`src/rtl/nsq_pkg.sv`:
```
package nsq_pkg;
  typedef enum logic [3:0] {
    OP_NOP = 4'h0, OP_LPP = 4'h1, OP_IPP = 4'h2, OP_DPP = 4'h3,
    OP_LDA = 4'h4, OP_LMR = 4'h5, OP_LSR = 4'h6, OP_LCR = 4'h7,
    OP_CAL = 4'h8, OP_RET = 4'h9, OP_JCB = 4'hA, OP_LPB = 4'hB,
    OP_LPE = 4'hC, OP_DUS = 4'hD, OP_DSC = 4'hE, OP_BAD = 4'hF
  } op_e;

  typedef enum logic [2:0] {ST_OP, ST_ARG, ST_EXEC, ST_WAIT, ST_HALT} st_e;

  // total instruction length in nibbles, opcode included
  function automatic logic [2:0] op_len(input op_e op);
    case (op)
      OP_LPP, OP_CAL, OP_LPB:                                 op_len = 3'd4;
      OP_LDA, OP_LMR, OP_LSR, OP_LCR, OP_DUS, OP_DSC:         op_len = 3'd3;
      OP_JCB:                                                 op_len = 3'd5;
      default:                                                op_len = 3'd1;
    endcase
  endfunction
endpackage

```
`src/rtl/nsq_fetch.sv`:
```
module nsq_fetch #(
  parameter int WORD_W = 64,
  parameter int ADDR_W = 8
) (
  input  logic                 clk,
  input  logic                 rst,
  input  logic [WORD_W-1:0]    code_word,
  input  logic                 adv,
  input  logic                 load,
  input  logic [ADDR_W+$clog2(WORD_W/4)-1:0] load_pc,
  output logic [ADDR_W-1:0]    code_addr,
  output logic [ADDR_W+$clog2(WORD_W/4)-1:0] pc,
  output logic [3:0]           nib,
  output logic                 nib_ok
);
  localparam int IDX_W = $clog2(WORD_W / 4);
  localparam int PC_W  = ADDR_W + IDX_W;

  logic [ADDR_W-1:0] last_word;
  logic              primed;

  assign code_addr = pc[PC_W-1:IDX_W];
  assign nib_ok    = primed && (last_word == pc[PC_W-1:IDX_W]);
  assign nib       = code_word[{pc[IDX_W-1:0], 2'b00} +: 4];

  always_ff @(posedge clk) begin
    if (rst) begin
      pc        <= '0;
      last_word <= '0;
      primed    <= 1'b0;
    end else begin
      primed    <= 1'b1;
      last_word <= pc[PC_W-1:IDX_W];
      if (load)     pc <= load_pc;
      else if (adv) pc <= pc + 1'b1;
    end
  end

  // a stall lasts one cycle when the counter is left alone
  a_r2_stall_one: assert property (@(posedge clk) disable iff (rst)
    (!nib_ok && !load && !adv) |=> nib_ok);
endmodule

```
`src/rtl/nsq_ptr.sv`:
```
module nsq_ptr #(
  parameter int PTR_W = 11,
  parameter int DEPTH = 1536
) (
  input  logic             clk,
  input  logic             rst,
  input  logic             ld,
  input  logic [11:0]      ld_val,
  input  logic             inc,
  input  logic             dec,
  output logic [PTR_W-1:0] ptr
);
  localparam logic [12:0] D1 = 13'(DEPTH);
  localparam logic [12:0] D2 = 13'(2 * DEPTH);

  logic [12:0] wide;
  logic [12:0] red;

  always_comb begin
    wide = {1'b0, ld_val};
    if (wide >= D2)      red = wide - D2;
    else if (wide >= D1) red = wide - D1;
    else                 red = wide;
  end

  always_ff @(posedge clk) begin
    if (rst) ptr <= '0;
    else if (ld) ptr <= red[PTR_W-1:0];
    else if (inc) ptr <= (ptr == PTR_W'(DEPTH - 1)) ? '0 : ptr + 1'b1;
    else if (dec) ptr <= (ptr == '0) ? PTR_W'(DEPTH - 1) : ptr - 1'b1;
  end

  // pointer stays inside the pattern memory
  a_r3_ptr_in_range: assert property (@(posedge clk) disable iff (rst)
    ptr < PTR_W'(DEPTH));
  a_r4_inc_wraps: assert property (@(posedge clk) disable iff (rst)
    (inc && !ld && ptr == PTR_W'(DEPTH - 1)) |=> ptr == '0);
endmodule

```
`src/rtl/nsq_delay.sv`:
```
module nsq_delay #(
  parameter int US_DIV = 200
) (
  input  logic       clk,
  input  logic       rst,
  input  logic       start,
  input  logic       use_us,
  input  logic [7:0] count,
  output logic       busy,
  output logic       last
);
  localparam int PRE_W = (US_DIV > 1) ? $clog2(US_DIV) : 1;

  logic [7:0]       cnt;
  logic [PRE_W-1:0] pre;
  logic             us_mode;

  assign last = busy && (pre == '0) && (cnt == 8'd1);

  always_ff @(posedge clk) begin
    if (rst) begin
      busy    <= 1'b0;
      cnt     <= '0;
      pre     <= '0;
      us_mode <= 1'b0;
    end else if (start && count != 8'd0) begin
      busy    <= 1'b1;
      cnt     <= count;
      us_mode <= use_us;
      pre     <= use_us ? PRE_W'(US_DIV - 1) : '0;
    end else if (busy) begin
      if (pre == '0) begin
        pre <= us_mode ? PRE_W'(US_DIV - 1) : '0;
        cnt <= cnt - 1'b1;
        if (cnt == 8'd1) busy <= 1'b0;
      end else begin
        pre <= pre - 1'b1;
      end
    end
  end

  // a running wait only ends through its final tick
  a_r10_wait_holds: assert property (@(posedge clk) disable iff (rst)
    (busy && !last) |=> busy);
endmodule

```
`src/rtl/nsq_core.sv`:
```
module nsq_core
  import nsq_pkg::*;
#(
  parameter int US_DIV = 200,
  parameter int WORD_W = 64,
  parameter int ADDR_W = 8,
  parameter int PTR_W  = 11,
  parameter int DEPTH  = 1536
) (
  input  logic              clk,
  input  logic              rst,
  output logic [ADDR_W-1:0] code_addr,
  input  logic [WORD_W-1:0] code_word,
  input  logic [15:0]       ctl_bits,
  input  logic [11:0]       stk_top,
  input  logic [11:0]       lp_addr_i,
  input  logic [11:0]       lp_cnt_i,
  output logic [PTR_W-1:0]  pat_ptr,
  output logic [4:0]        dev_addr,
  output logic [1:0]        mode,
  output logic [6:0]        sel,
  output logic [6:0]        clk_cfg,
  output logic              stk_push,
  output logic              stk_pop,
  output logic [11:0]       stk_wdata,
  output logic              lp_push,
  output logic              lp_upd,
  output logic              lp_pop,
  output logic [11:0]       lp_addr_o,
  output logic [11:0]       lp_cnt_o,
  output logic              halted
);
  localparam int PC_W = ADDR_W + $clog2(WORD_W / 4);

  st_e              st;
  op_e              op;
  logic [15:0]      arg;
  logic [2:0]       rem;
  logic [PC_W-1:0]  pc, load_pc;
  logic [3:0]       nib;
  logic             nib_ok, adv, load;
  logic             p_ld, p_inc, p_dec;
  logic             d_start, d_busy, d_last;

  nsq_fetch #(.WORD_W(WORD_W), .ADDR_W(ADDR_W)) u_fetch (
    .clk, .rst, .code_word, .adv, .load, .load_pc,
    .code_addr, .pc, .nib, .nib_ok
  );

  nsq_ptr #(.PTR_W(PTR_W), .DEPTH(DEPTH)) u_ptr (
    .clk, .rst, .ld(p_ld), .ld_val(arg[11:0]), .inc(p_inc), .dec(p_dec),
    .ptr(pat_ptr)
  );

  nsq_delay #(.US_DIV(US_DIV)) u_dly (
    .clk, .rst, .start(d_start), .use_us(op == OP_DUS), .count(arg[7:0]),
    .busy(d_busy), .last(d_last)
  );

  wire exec = (st == ST_EXEC);

  always_comb begin
    adv     = nib_ok && (st == ST_OP || st == ST_ARG);
    p_ld    = exec && op == OP_LPP;
    p_inc   = exec && op == OP_IPP;
    p_dec   = exec && op == OP_DPP;
    d_start = exec && (op == OP_DUS || op == OP_DSC);
    load    = 1'b0;
    load_pc = arg[PC_W-1:0];
    if (exec) begin
      case (op)
        OP_CAL: load = 1'b1;
        OP_JCB: load = ctl_bits[arg[15:12]];
        OP_RET: begin load = 1'b1; load_pc = stk_top[PC_W-1:0]; end
        OP_LPE: begin load = lp_cnt_i > 12'd1; load_pc = lp_addr_i[PC_W-1:0]; end
        default: load = 1'b0;
      endcase
    end
  end

  always_ff @(posedge clk) begin
    if (rst) begin
      st <= ST_OP; op <= OP_NOP; arg <= '0; rem <= '0;
      dev_addr <= '0; mode <= '0; sel <= '0; clk_cfg <= '0;
      stk_push <= 1'b0; stk_pop <= 1'b0; stk_wdata <= '0;
      lp_push <= 1'b0; lp_upd <= 1'b0; lp_pop <= 1'b0;
      lp_addr_o <= '0; lp_cnt_o <= '0; halted <= 1'b0;
    end else begin
      stk_push <= 1'b0; stk_pop <= 1'b0;
      lp_push  <= 1'b0; lp_upd  <= 1'b0; lp_pop <= 1'b0;
      case (st)
        ST_OP: if (nib_ok) begin
          op  <= op_e'(nib);
          arg <= '0;
          rem <= op_len(op_e'(nib)) - 3'd1;
          if (op_e'(nib) == OP_BAD) begin
            st <= ST_HALT; halted <= 1'b1;
          end else if (op_len(op_e'(nib)) == 3'd1) st <= ST_EXEC;
          else st <= ST_ARG;
        end
        ST_ARG: if (nib_ok) begin
          arg <= {arg[11:0], nib};
          rem <= rem - 3'd1;
          if (rem == 3'd1) st <= ST_EXEC;
        end
        ST_EXEC: begin
          st <= ST_OP;
          case (op)
            OP_LDA: dev_addr <= arg[4:0];
            OP_LMR: mode     <= arg[1:0];
            OP_LSR: sel      <= arg[6:0];
            OP_LCR: clk_cfg  <= arg[6:0];
            OP_CAL: begin stk_push <= 1'b1; stk_wdata <= 12'(pc); end
            OP_RET: stk_pop <= 1'b1;
            OP_LPB: begin
              lp_push <= 1'b1; lp_addr_o <= 12'(pc); lp_cnt_o <= arg[11:0];
            end
            OP_LPE: if (lp_cnt_i > 12'd1) begin
              lp_upd <= 1'b1; lp_cnt_o <= lp_cnt_i - 12'd1;
            end else lp_pop <= 1'b1;
            OP_DUS, OP_DSC: if (arg[7:0] != 8'd0) st <= ST_WAIT;
            default: ;
          endcase
        end
        ST_WAIT: if (d_last) st <= ST_OP;
        default: st <= ST_HALT;
      endcase
    end
  end

  // stack strobes never overlap
  a_r7_one_strobe: assert property (@(posedge clk) disable iff (rst)
    $onehot0({stk_push, stk_pop, lp_push, lp_upd, lp_pop}));
  // halt is sticky and freezes the registers
  a_r12_halt_sticky: assert property (@(posedge clk) disable iff (rst)
    halted |=> halted && $stable(dev_addr) && $stable(mode) && $stable(pat_ptr));
  // no fetch progress while waiting
  a_r9_pc_hold_wait: assert property (@(posedge clk) disable iff (rst)
    (st == ST_WAIT) |=> $stable(pc));
  // registers change only when an instruction executes
  a_r5_load_in_exec: assert property (@(posedge clk) disable iff (rst)
    !exec |=> $stable(sel) && $stable(clk_cfg));
endmodule

```
`config.mk`:
```
export PLATFORM = sky130hd
export DESIGN_NAME = nsq_core
export DESIGN_NICKNAME = d
export VERILOG_FILES = /design/src/rtl/nsq_pkg.sv /design/src/rtl/nsq_fetch.sv /design/src/rtl/nsq_ptr.sv /design/src/rtl/nsq_delay.sv /design/src/rtl/nsq_core.sv
export SDC_FILE = /design/constraint.sdc
export NUM_CORES = 1
export LEC_CHECK = 0
export BUFFER_PORTS_ARGS = -buffer_cell sky130_fd_sc_hd__buf_2
export CORE_UTILIZATION = 56
export CTS_BUF_LIST = sky130_fd_sc_hd__clkbuf_16
export CTS_CLUSTER_DIAMETER = 40
export DETAILED_ROUTE_END_ITERATION = 7
export PLACE_DENSITY_LB_ADDON = 0.25
export SETUP_SLACK_MARGIN = 0.4
export SYNTH_ARGS = -nofsm -noshare
export SYNTH_HDL_FRONTEND = slang
export SYNTH_HIERARCHICAL = 1
export SYNTH_SLANG_ARGS = --single-unit
```
`constraint.sdc`:
```
create_clock -name clk -period 4.6 [get_ports clk]
set_input_delay 0.46 -clock clk [delete_from_list [all_inputs] [get_ports clk]]
set_output_delay 0.46 -clock clk [all_outputs]
set_load 0.1 [all_outputs]
```
# --- After elaboration in Yosys (flattened, before gate mapping) ---
# Memory sizes are Yosys's and may differ from the RTL's.
# Index checks and enable logic that the tools add are counted.
totals:
  register_bits: 139
  latchBits: 0
  mem_bits_rw: 0
  rom_bits: 96
  inputBits: 118
  mem_count: 2
memory_table:
  columns: ["memory", "depth", "width", "read_ports", "rd_clocked_by_memory_dff", "wr", "line", "rtl"]
  rows:
  - ["(name not given)", 16, 3, 1, 0, 0, "nsq_pkg.sv:13", "case (op)"]
  - ["(name not given)", 16, 3, 1, 0, 0, "nsq_pkg.sv:13", null]
classes:
  add_sub_neg: 10
  multipliers: 0
  n_div: 0
  order_cmp: 4
  n_eq_ne: 28
  n_shift: 1
  muxes: 57
  n_bitwise: 2
  reduce_logical: 37
ops:
  columns: ["cell", "n"]
  rows:
  - ["$mux W11", 7]
  - ["$mux W8", 8]
  - ["$shiftx A64 B7 Y4", 1]
  - ["$mux W12", 4]
  - ["$pmux W12 S2", 2]
  - ["$mux W3", 14]
  - ["$eq A4 B4 Y1 const B", 8]
  - ["$mux W16", 2]
  - ["$pmux W16 S2", 1]
  - ["$sub A11 B11 Y11 const B", 2]
  - ["$eq A4 B3 Y1 const B", 4]
  - ["$reduce_and A2 Y1", 8]
  - ["$sub A8 B1 Y8 const B", 2]
  - ["$add A12 B1 Y12 const B", 1]
  - ["$ge A12 B11 Y1 const B", 1]
  - ["$ge A12 B12 Y1 const B", 1]
  - ["$gt A12 B1 Y1 const B", 1]
  - ["$mux W1", 12]
  - ["$pmux W3 S4", 1]
  - ["$sub A12 B1 Y12 const B", 1]
  - ["$add A11 B1 Y11 const B", 1]
  - ["$eq A11 B11 Y1 const B", 1]
  - ["$logic_not A11 Y1", 1]
  - ["$sub A11 B1 Y11 const B", 1]
  - ["other kinds (26)", 54]

# --- Longest topological paths before layout ---
# Gate-level depths: netlist (run 1).
logic_depth:
  ltp_word: 11
  depth_mapped: 14

# --- Hierarchy ---
# The synthesis (run 1) kept the hierarchy.
modules_own_cells:
  columns: ["module", "instances", "cells_each", "area_per_inst_um2"]
  rows:
  - ["nsq_core", 1, 500, 4257.8]
  - ["nsq_fetch", 1, 157, 1547.7]
  - ["nsq_delay", 1, 134, 1137.3]
  - ["nsq_ptr", 1, 145, 1061.0]

# --- Least setup slack after synthesis (run 1) ---
# OpenSTA, ideal clock, no wires.
synth_timing:
  kind: "reg-to-reg"
  from: "register u_fetch.pc[7]"
  to: "register u_fetch.pc[10]"
  setup_ns: 0.091
  arrival_ns: 3.000
  slack_ns: 1.509
  stages_incl_launch_ff: 10
  n_path_buf: 1
  path_cell_list: "dfxtp_1 -> buf_6 -> xnor2_1 -> nand4_1 -> nor3_1 -> nand2_1 -> inv_1 -> nand2_1 -> or4_1 -> a311oi_1"
synth_via:
  elab_chain_cells: 4
synth_lines:
  columns: ["item", "line", "rtl"]
  rows:
  - ["start, declared", "nsq_fetch.sv:12", "output logic [ADDR_W+$clog2(WORD_W/4)-1:0] pc,"]
  - ["start signal, assigned", "nsq_fetch.sv:34", "if (load) pc <= load_pc;"]
  - ["start signal, assigned", "nsq_fetch.sv:35", "else if (adv) pc <= pc + 1'b1;"]
  - ["$eq A8 B8 Y1", "nsq_fetch.sv:23", "assign nib_ok = primed && (last_word == pc[PC_W-1:IDX_W]);"]
  - ["$logic_and A1 B1 Y1", "nsq_fetch.sv:23", null]
  - ["named net nib_ok", "nsq_core.sv:41", "logic nib_ok, adv, load;"]
  - ["$logic_and A1 B1 Y1", "nsq_core.sv:63", "adv = nib_ok && (st == ST_OP || st == ST_ARG);"]
  - ["named net adv", "nsq_core.sv:41", null]
  - ["$reduce_bool A2 Y1 (no source line)", null, null]
# The timed path passes the listed nets, and every way through them passes these cells. The select of a mux whose other input is x is not followed.
# A chain may end at the register's enable or synchronous reset.

# --- Worst setup path in the final report (run 1) ---
layout_timing:
  from: "register u_fetch.pc[0]"
  to: "register st[1]"
layout_via:
  elab_chain_cells: 11
layout_lines:
  columns: ["item", "line", "rtl"]
  rows:
  - ["$shiftx A64 B7 Y4 (*)", "nsq_fetch.sv:24", "assign nib = code_word[{pc[IDX_W-1:0], 2'b00} +: 4];"]
  - ["named net nib[0]", "nsq_core.sv:40", "logic [3:0] nib;"]
  - ["$mem_v2 Z16 W3", null, null]
  - ["$mux W3", "nsq_core.sv:96", "if (op_e'(nib) == OP_BAD) begin"]
  - ["$mux W3", "nsq_core.sv:92", "ST_OP: if (nib_ok) begin"]
  - ["$mux W3", "nsq_core.sv:91", "case (st)"]
  - ["$mux W3", "nsq_core.sv:82", "if (rst) begin"]
  - ["$eq A3 B1 Y1", "nsq_core.sv:98", "end else if (op_len(op_e'(nib)) == 3'd1) st <= ST_EXEC;"]
  - ["$mux W2", "nsq_core.sv:98", null]
  - ["$mux W3 (*)", "nsq_core.sv:96", null]
  - ["$mux W3 (*)", "nsq_core.sv:92", null]
  - ["$pmux W3 S4 (*)", "nsq_core.sv:91", null]
  - ["end signal, assigned", "nsq_core.sv:97", "st <= ST_HALT; halted <= 1'b1;"]
  - ["end signal, assigned", "nsq_core.sv:98", null]
  - ["end signal, assigned", "nsq_core.sv:99", "else st <= ST_ARG;"]
  - ["end, declared", "nsq_core.sv:35", "st_e st;"]
# Mark *: on every way through the listed nets, which the timed path passes. The rest lies on a longest branch. The select of a mux whose other input is x is not followed.

==> results of run 1 <==
-- worst max-delay path, stage by stage (launching register included) --
cell                        delay (ns)
sky130_fd_sc_hd__dfxtp_1          0.80
sky130_fd_sc_hd__buf_4            0.33
sky130_fd_sc_hd__mux4_2           0.51
sky130_fd_sc_hd__nand3_1          0.09
sky130_fd_sc_hd__nand3_1          0.18
sky130_fd_sc_hd__ha_1             0.34
sky130_fd_sc_hd__nand2_1          0.06
sky130_fd_sc_hd__a21oi_1          0.25
sky130_fd_sc_hd__inv_1            0.08
sky130_fd_sc_hd__ha_1             0.22
sky130_fd_sc_hd__a41oi_1          0.21
sky130_fd_sc_hd__a2111oi_2        0.09
-- metal layers --
metal | share of wire | vias up | GRT usage
met5 | 0 | - | 0
met2 | 0.49 | 338 | 0.5401
met1 | 0.41 | 3806 | 0.4052
li1 | - | 3712 | -
met4 | 0.022 | 0 | 0.09568
met3 | 0.079 | 50 | 0.08427
-- flip-flops by register name, summed over array words and instances (netlist names), 3 cells and up --
register	flops
arg	16
lp_addr_o	12
lp_cnt_o	12
stk_wdata	12
u_fetch/pc	12
u_ptr/ptr	11
u_dly/cnt	8
u_dly/pre	8
u_fetch/last_word	8
clk_cfg	7
sel	7
dev_addr	5
op	4
rem	3
st	3
-- cells by family (layout without fill, tap and decap cells) --
family | Yosys count | in the layout | share of synthesized area
AOI/OAI and AO/OA | 231 | 231 | 0.1946
and+or+nand+nor | 367 | 367 | 0.2339
adders and majority gates | 17 | 17 | 0.02657
muxes | 56 | 56 | 0.1036
DFF | 139 | 139 | 0.3477
xor gates and xnor gates | 28 | 28 | 0.03064
buffers and inverters | 98 | 263 | 0.06300
-- power groups by stage --
stage | sequential (uW) | combinational, uW | clock (uW)
finish | 1440 | 1100 | 1390
detailed placement | 1470 | 1070 | 0
global route | 1460 | 1200 | 1460
global placement | 1460 | 1060 | 0
CTS | 1440 | 1090 | 1400
floorplan | 1480 | 824 | 0
-- layout make-up --
class | count | area share
well taps | 180 | 0.02376
clock buffers | 17 | 0.04488
multi-input cells | 699 | 0.4982
repair buffers | 207 | 0.1117
flip-flops and latches | 139 | 0.2936
clock inverters | 15 | 0.01848
inverters | 24 | 0.009504
-- cells in the mapped netlist (15+ instances only) --
cell type and number:
sky130_fd_sc_hd__buf_4 15, sky130_fd_sc_hd__ha_1 17, sky130_fd_sc_hd__mux2i_1 33, sky130_fd_sc_hd__nor2_1 105, sky130_fd_sc_hd__a21oi_1 63, sky130_fd_sc_hd__dfxtp_1 139
sky130_fd_sc_hd__nand2_1 99, sky130_fd_sc_hd__inv_1 23, sky130_fd_sc_hd__clkbuf_1 41, sky130_fd_sc_hd__nor3_1 20, sky130_fd_sc_hd__mux4_2 21, sky130_fd_sc_hd__nand2b_1 15
sky130_fd_sc_hd__xnor2_1 19, sky130_fd_sc_hd__nand3_1 26, sky130_fd_sc_hd__o21ai_0 40, sky130_fd_sc_hd__a22oi_1 38
-- worst paths after layout --
path                         startpoint                        to  slack [ns]  depth (start not counted)
min reg2reg    lp_cnt_o[0]$_SDFFE_PP0P_  lp_cnt_o[0]$_SDFFE_PP0P_        0.45                          2
min                         lp_cnt_i[0]  lp_cnt_o[0]$_SDFFE_PP0P_        0.39                          3
max          u_fetch/pc[0]$_SDFFE_PP0P_        st[1]$_SDFFE_PP0P_        1.27                         11
max reg2reg  u_fetch/pc[0]$_SDFFE_PP0P_        st[1]$_SDFFE_PP0P_        1.27                         11
-- layout by cell type (no fill, tap or decap), drive strengths merged, types with 4 or more instances in the layout --
cell type,instances
buf,207
dfxtp,139
nor2,105
nand2,100
a21oi,63
o21ai,44
a22oi,38
mux2i,33
inv,27
nand3,26
mux4,21
nor3,21
xnor2,19
ha,17
clkbuf,17
nand2b,15
or4,15
nand4,15
nor2b,13
nor4,13
or3,12
a311oi,12
o31ai,10
a211oi,10
xor2,9
a211o,9
and3,8
a31oi,7
clkinvlp,6
o21a,6
nor3b,6
a21o,5
nand3b,5
o22ai,5
or3b,4
-- metrics by stage --
stage	instances	utilization	cell area (um2)	setup WS (ns)
6_report	1281	0.6803	9479	1.274
5_1_grt	1281	0.6803	9479	0.9866
4_1_cts	1281	0.6803	9479	1.262
3_5_place_dp	1249	0.6372	8879	1.277
3_3_place_gp	1249	0.6372	8879	1.373
2_1_floorplan	936	-	8004	1.509
==> impl_metrics.tcl, run 1 <==
set metrics [dict create \
    p_total_uw 3938 \
    first_global_vias 7196 \
    start_util 0.5744 \
    ys_seq_elements 139 \
    ioPinCount 200 \
    slew_viol_final 0 \
    totalNegativeSetupSlack_ns 0 \
    final_net_count 1223 \
    antenna_violating_nets_post_route 0 \
    cts_resized 0 \
    internal-power_uw 2556 \
    floorplan.rows 43 \
    drt_iter0_markers 720 \
    drive_above_1_share 0.2634 \
    postSynth.asyncResetShare 0 \
    ir_drop_mv 0.4057 \
    die-width_um 121.6 \
    netlist.top_cell.by_area "sky130_fd_sc_hd__dfxtp_1" \
    yosys_warnings 6 \
    worst_slew_margin_rel 0.2912 \
    crit_required_ns 4.85 \
    synth_area_per_cell_um2 8.551 \
    clock_sinks 139 \
    grt_pass1_wl_um 37180 \
    power_frac_comb 0.279 \
    criticalPathCategory "flip-flop to flip-flop" \
    synth-seq-area-share 0.3477 \
    critical_path.endpoint_type "flip-flop" \
    number_of_nets_produced_by_synthesis 1071 \
    synthesis.instances 936 \
    hold_violations 0 \
    synth.distinct_cells 79 \
    sequential_cell_area_um2 2783 \
    routed_wire_length_um 23360 \
    maxClockFrequency_mhz 300.7 \
    synth_edf_count 0 \
    critical_path.startpoint_type "flip-flop" \
    remaining_drc_errors 0 \
    yosys.area.top_type_share 0.3477 \
    dr_total_vias 7906 \
    crit_fanout 15 \
    tritoncts "done" \
    worst_skew_pair_later_pin_latency_ns 0.42 \
    clock_skews_ns 0.008542 \
    crit_arrival_ns 3.57 \
    h_tree_depth 4 \
    detailedPlacementHpwl_um 15830 \
    port-buffer-count 199 \
    power.share.sequential 0.367 \
    avg_wl_per_cell_um 18.24 \
    drt-vias-per-instance 6.172 \
    grt_max_degree 99 \
    dieArea_um2 14770 \
    rsz0062_at_grt "no" \
    postCtsHoldBufs 0 \
    post-route-period-util 0.7230 \
    powerDensity_nw_per_um2 415.4 \
    antenna_cells 0 \
    cts.clk_slew.worst_paths_ns 0.06 \
    count_of_fill_cells_added_during_filler_insertion 1158 \
    p_clk_frac 0.354 \
    worstHoldPathType "input port to flip-flop" \
    leakage_uw 0.003923 \
    worst_pin_slew_ns 1.063 \
    drt_pre_antenna_iters 8 \
    final-setup-viol-count 0 \
    synth_area_leaders "sky130_fd_sc_hd__dfxtp_1, sky130_fd_sc_hd__mux4_2, sky130_fd_sc_hd__nor2_1" \
    cts-buffers-inserted 17 \
    antenna_found_initial 0 \
    clock_tree.buffer_depth 2 \
    global_route.usage.total 0.3220 \
    finalWorstPathRequiredPeriod_ns 3.326 \
    die_height_um 121.6 \
    power_switching_share 0.3510 \
    post_cts_buffers 0 \
    gpl.final_weighted_congestion 0.8987 \
    whs_ns 0.3931 \
    run_status "finished, final reports clean" \
    net-switching-power_uw 1382 \
    placeableCoreArea_um2 13930 \
    multi_input_area_um2 4722 \
    cts_root_buffer "sky130_fd_sc_hd__clkbuf_16" \
    syn2layout_area_growth_pct 18.43 \
    max_cap_viol_count 0 \
    mapped_area_um2 8004 \
    global_route.overflow_total 0 \
    ys.flop_type "sky130_fd_sc_hd__dfxtp_1" \
]
(Power assumes the default switching activity.)
==> run 2: changes to the inputs <==
CORE_UTILIZATION = 54   (was 56)
clock period = 3.4 ns   (was 4.6 ns; I/O delays follow)
==> run 2 against run 1 <==
  * Sequential power is 33% higher
  * First-iteration DRC count is 24% higher
  * Critical path depth is 3 lower
  * Sequential share of layout area is 0.17 points lower
  * Die area is 3.6% higher
  * Via count is 0.89% higher
  * Flip-flop and latch count stayed put
  * Non-clock buffer count is 10 higher
  * Critical path type unchanged
  * Critical endpoint is now u_ptr/ptr[10]$_SDFFE_PP0P_
==> impl_metrics.tcl, run 2 (synthesis results as in run 1) <==
set metrics [dict create \
    run_status "finished, final reports clean" \
    crit_fanout 15 \
    port-buffer-count 199 \
    placeableCoreArea_um2 14480 \
    cts.clk_slew.worst_paths_ns 0.06 \
    worst_pin_slew_ns 0.8098 \
    remaining_drc_errors 0 \
    avg_wl_per_cell_um 17.79 \
    rsz0062_at_grt "no" \
    critical_path.startpoint_type "flip-flop" \
    grt_pass1_wl_um 35980 \
    largest-register "arg" \
    hold_violations 0 \
    timing.critical_path.mode_cell "sky130_fd_sc_hd__or3_1" \
    clock_tree.buffer_depth 2 \
    worst_skew_pair_later_pin_latency_ns 0.42 \
    grt_max_degree 60 \
    number_of_instances_on_the_worst_hold_path 3 \
    path_buf_inv 1 \
    cts_root_buffer "sky130_fd_sc_hd__clkbuf_16" \
    finalWorstPathRequiredPeriod_ns 2.866 \
    leakage_uw 0.003983 \
    critPathSlowestCell "sky130_fd_sc_hd__or3b_4" \
    tritoncts "done" \
    timing.critical_path.max_delay_family "simple AND/OR/NAND/NOR gates" \
    max_cap_viol_count 0 \
    drt_iter0_markers 893 \
    drt-vias-per-instance 6.159 \
    die_height_um 123.7 \
    drt_pre_antenna_iters 6 \
    drive_above_1_share 0.2781 \
    worst_slew_margin_rel 0.4560 \
    first_global_vias 7226 \
    post_place_setup_slack_ns 0.3885 \
    number_of_logic_stages_on_the_critical_path_including_buffering 8 \
    dpl-instance-area_um2 8981 \
    detailedPlacementHpwl_um 15870 \
    slew_viol_final 0 \
    met2_usage 0.4927 \
    syn2layout_area_growth_pct 19.74 \
    h_tree_depth 4 \
    maxClockFrequency_mhz 349.0 \
    die-width_um 123.7 \
    clock_skews_ns 0.006335 \
    antenna_violating_nets_post_route 0 \
    critPathMaxStageDelay_ns 0.55 \
    cts-buffers-inserted 17 \
    final-setup-viol-count 0 \
    cp_cell_sequence "or3b_4, or3_1, nor2_1, inv_1, or3_1, or3b_1, nand4_1, and3_1" \
    totalNegativeSetupSlack_ns 0 \
    dr_total_vias 7976 \
    grt.met1_usage 0.3847 \
    global_route.usage.total 0.3006 \
    routed_wire_length_um 23040 \
    post-route-period-util 0.8428 \
    criticalPathCategory "flip-flop to flip-flop" \
    crit_arrival_ns 3.22 \
    powerDensity_nw_per_um2 556.2 \
    layout.cells.most_common "sky130_fd_sc_hd__buf_2" \
    final_cell_area_um2 9584 \
    worstHoldPathType "input port to flip-flop" \
    largest_register_ff_count 16 \
    critical_path.endpoint_type "flip-flop" \
    ir_drop_mv 0.4075 \
    post-route-worst-setup-slack_ns 0.5344 \
    ioPinCount 200 \
    start_util 0.5528 \
    crit_required_ns 3.76 \
    global_route.overflow_total 0 \
    floorplan.rows 44 \
    layout_common_cells "sky130_fd_sc_hd__buf_2, sky130_fd_sc_hd__dfxtp_1, sky130_fd_sc_hd__nor2_1" \
    whs_ns 0.2822 \
    final_net_count 1234 \
    worst-r2r-cell-count 8 \
    fin_util 0.6619 \
    grt.busiest_layer "met2" \
    groute.layer.met3.usage 0.07738 \
    antenna_cells 0 \
    clock_sinks 139 \
    dieArea_um2 15310 \
    antenna_found_initial 0 \
    gpl.final_weighted_congestion 0.8955 \
]
[run 2: area by class of cell]
type | count | area [um2]
Clock buffer | 17 | 425.4
Inverter | 24 | 90.09
Clock inverter | 14 | 155.1
Tap cell | 184 | 230.2
Multi-Input combinational cell | 700 | 4736
Sequential cell | 139 | 2798
Fill cell | 1257 | 4895
Timing Repair Buffer | 217 | 1150
[run 2: worst paths after layout]
path | startpoint | to | slack, ns
hold reg to reg | lp_cnt_o[1]$_SDFFE_PP0P_ | lp_cnt_o[1]$_SDFFE_PP0P_ | 0.45
hold / removal | lp_cnt_i[0] | lp_cnt_o[0]$_SDFFE_PP0P_ | 0.28
setup / recovery | st[0]$_SDFFE_PP0P_ | u_ptr/ptr[10]$_SDFFE_PP0P_ | 0.53
setup reg to reg | st[0]$_SDFFE_PP0P_ | u_ptr/ptr[10]$_SDFFE_PP0P_ | 0.53
[run 2: worst min-delay path, delay by kind of cell]
kind / cells / cell delay (ns)
compound gates: 2 / 0.18
buf+inv: 1 / 0.13
[run 2: metal layers]
| metal | up-vias | wire (um) |
|---|---|---|
| met5 | - | 0 |
| met4 | 0 | 325 |
| met3 | 44 | 2027 |
| met2 | 382 | 11190 |
| met1 | 3801 | 9495 |
| li1 | 3749 | - |
[run 2: power by group]
group | switching [uW] | internal, uW
sequential | 195 | 1730
clock | 692 | 1140
combinational | 968 | 613
total | 1860 | 3480
[run 2: what timing repair did]
action	4_1_cts	5_1_grt
pin swaps	0	1
hold buffers	0	0
setup endpoints to repair	1	11
resized for setup	1	5
gates cloned	0	1
buffers inserted	0	0
[run 2: per-stage QoR]
step / cells / total power [uW]
CTS: 1294 / 5308
global route: 1295 / 5565
detailed placement: 1263 / 3475
floorplan: 936 / 3113
finish: 1295 / 5331
global placement: 1263 / 3446
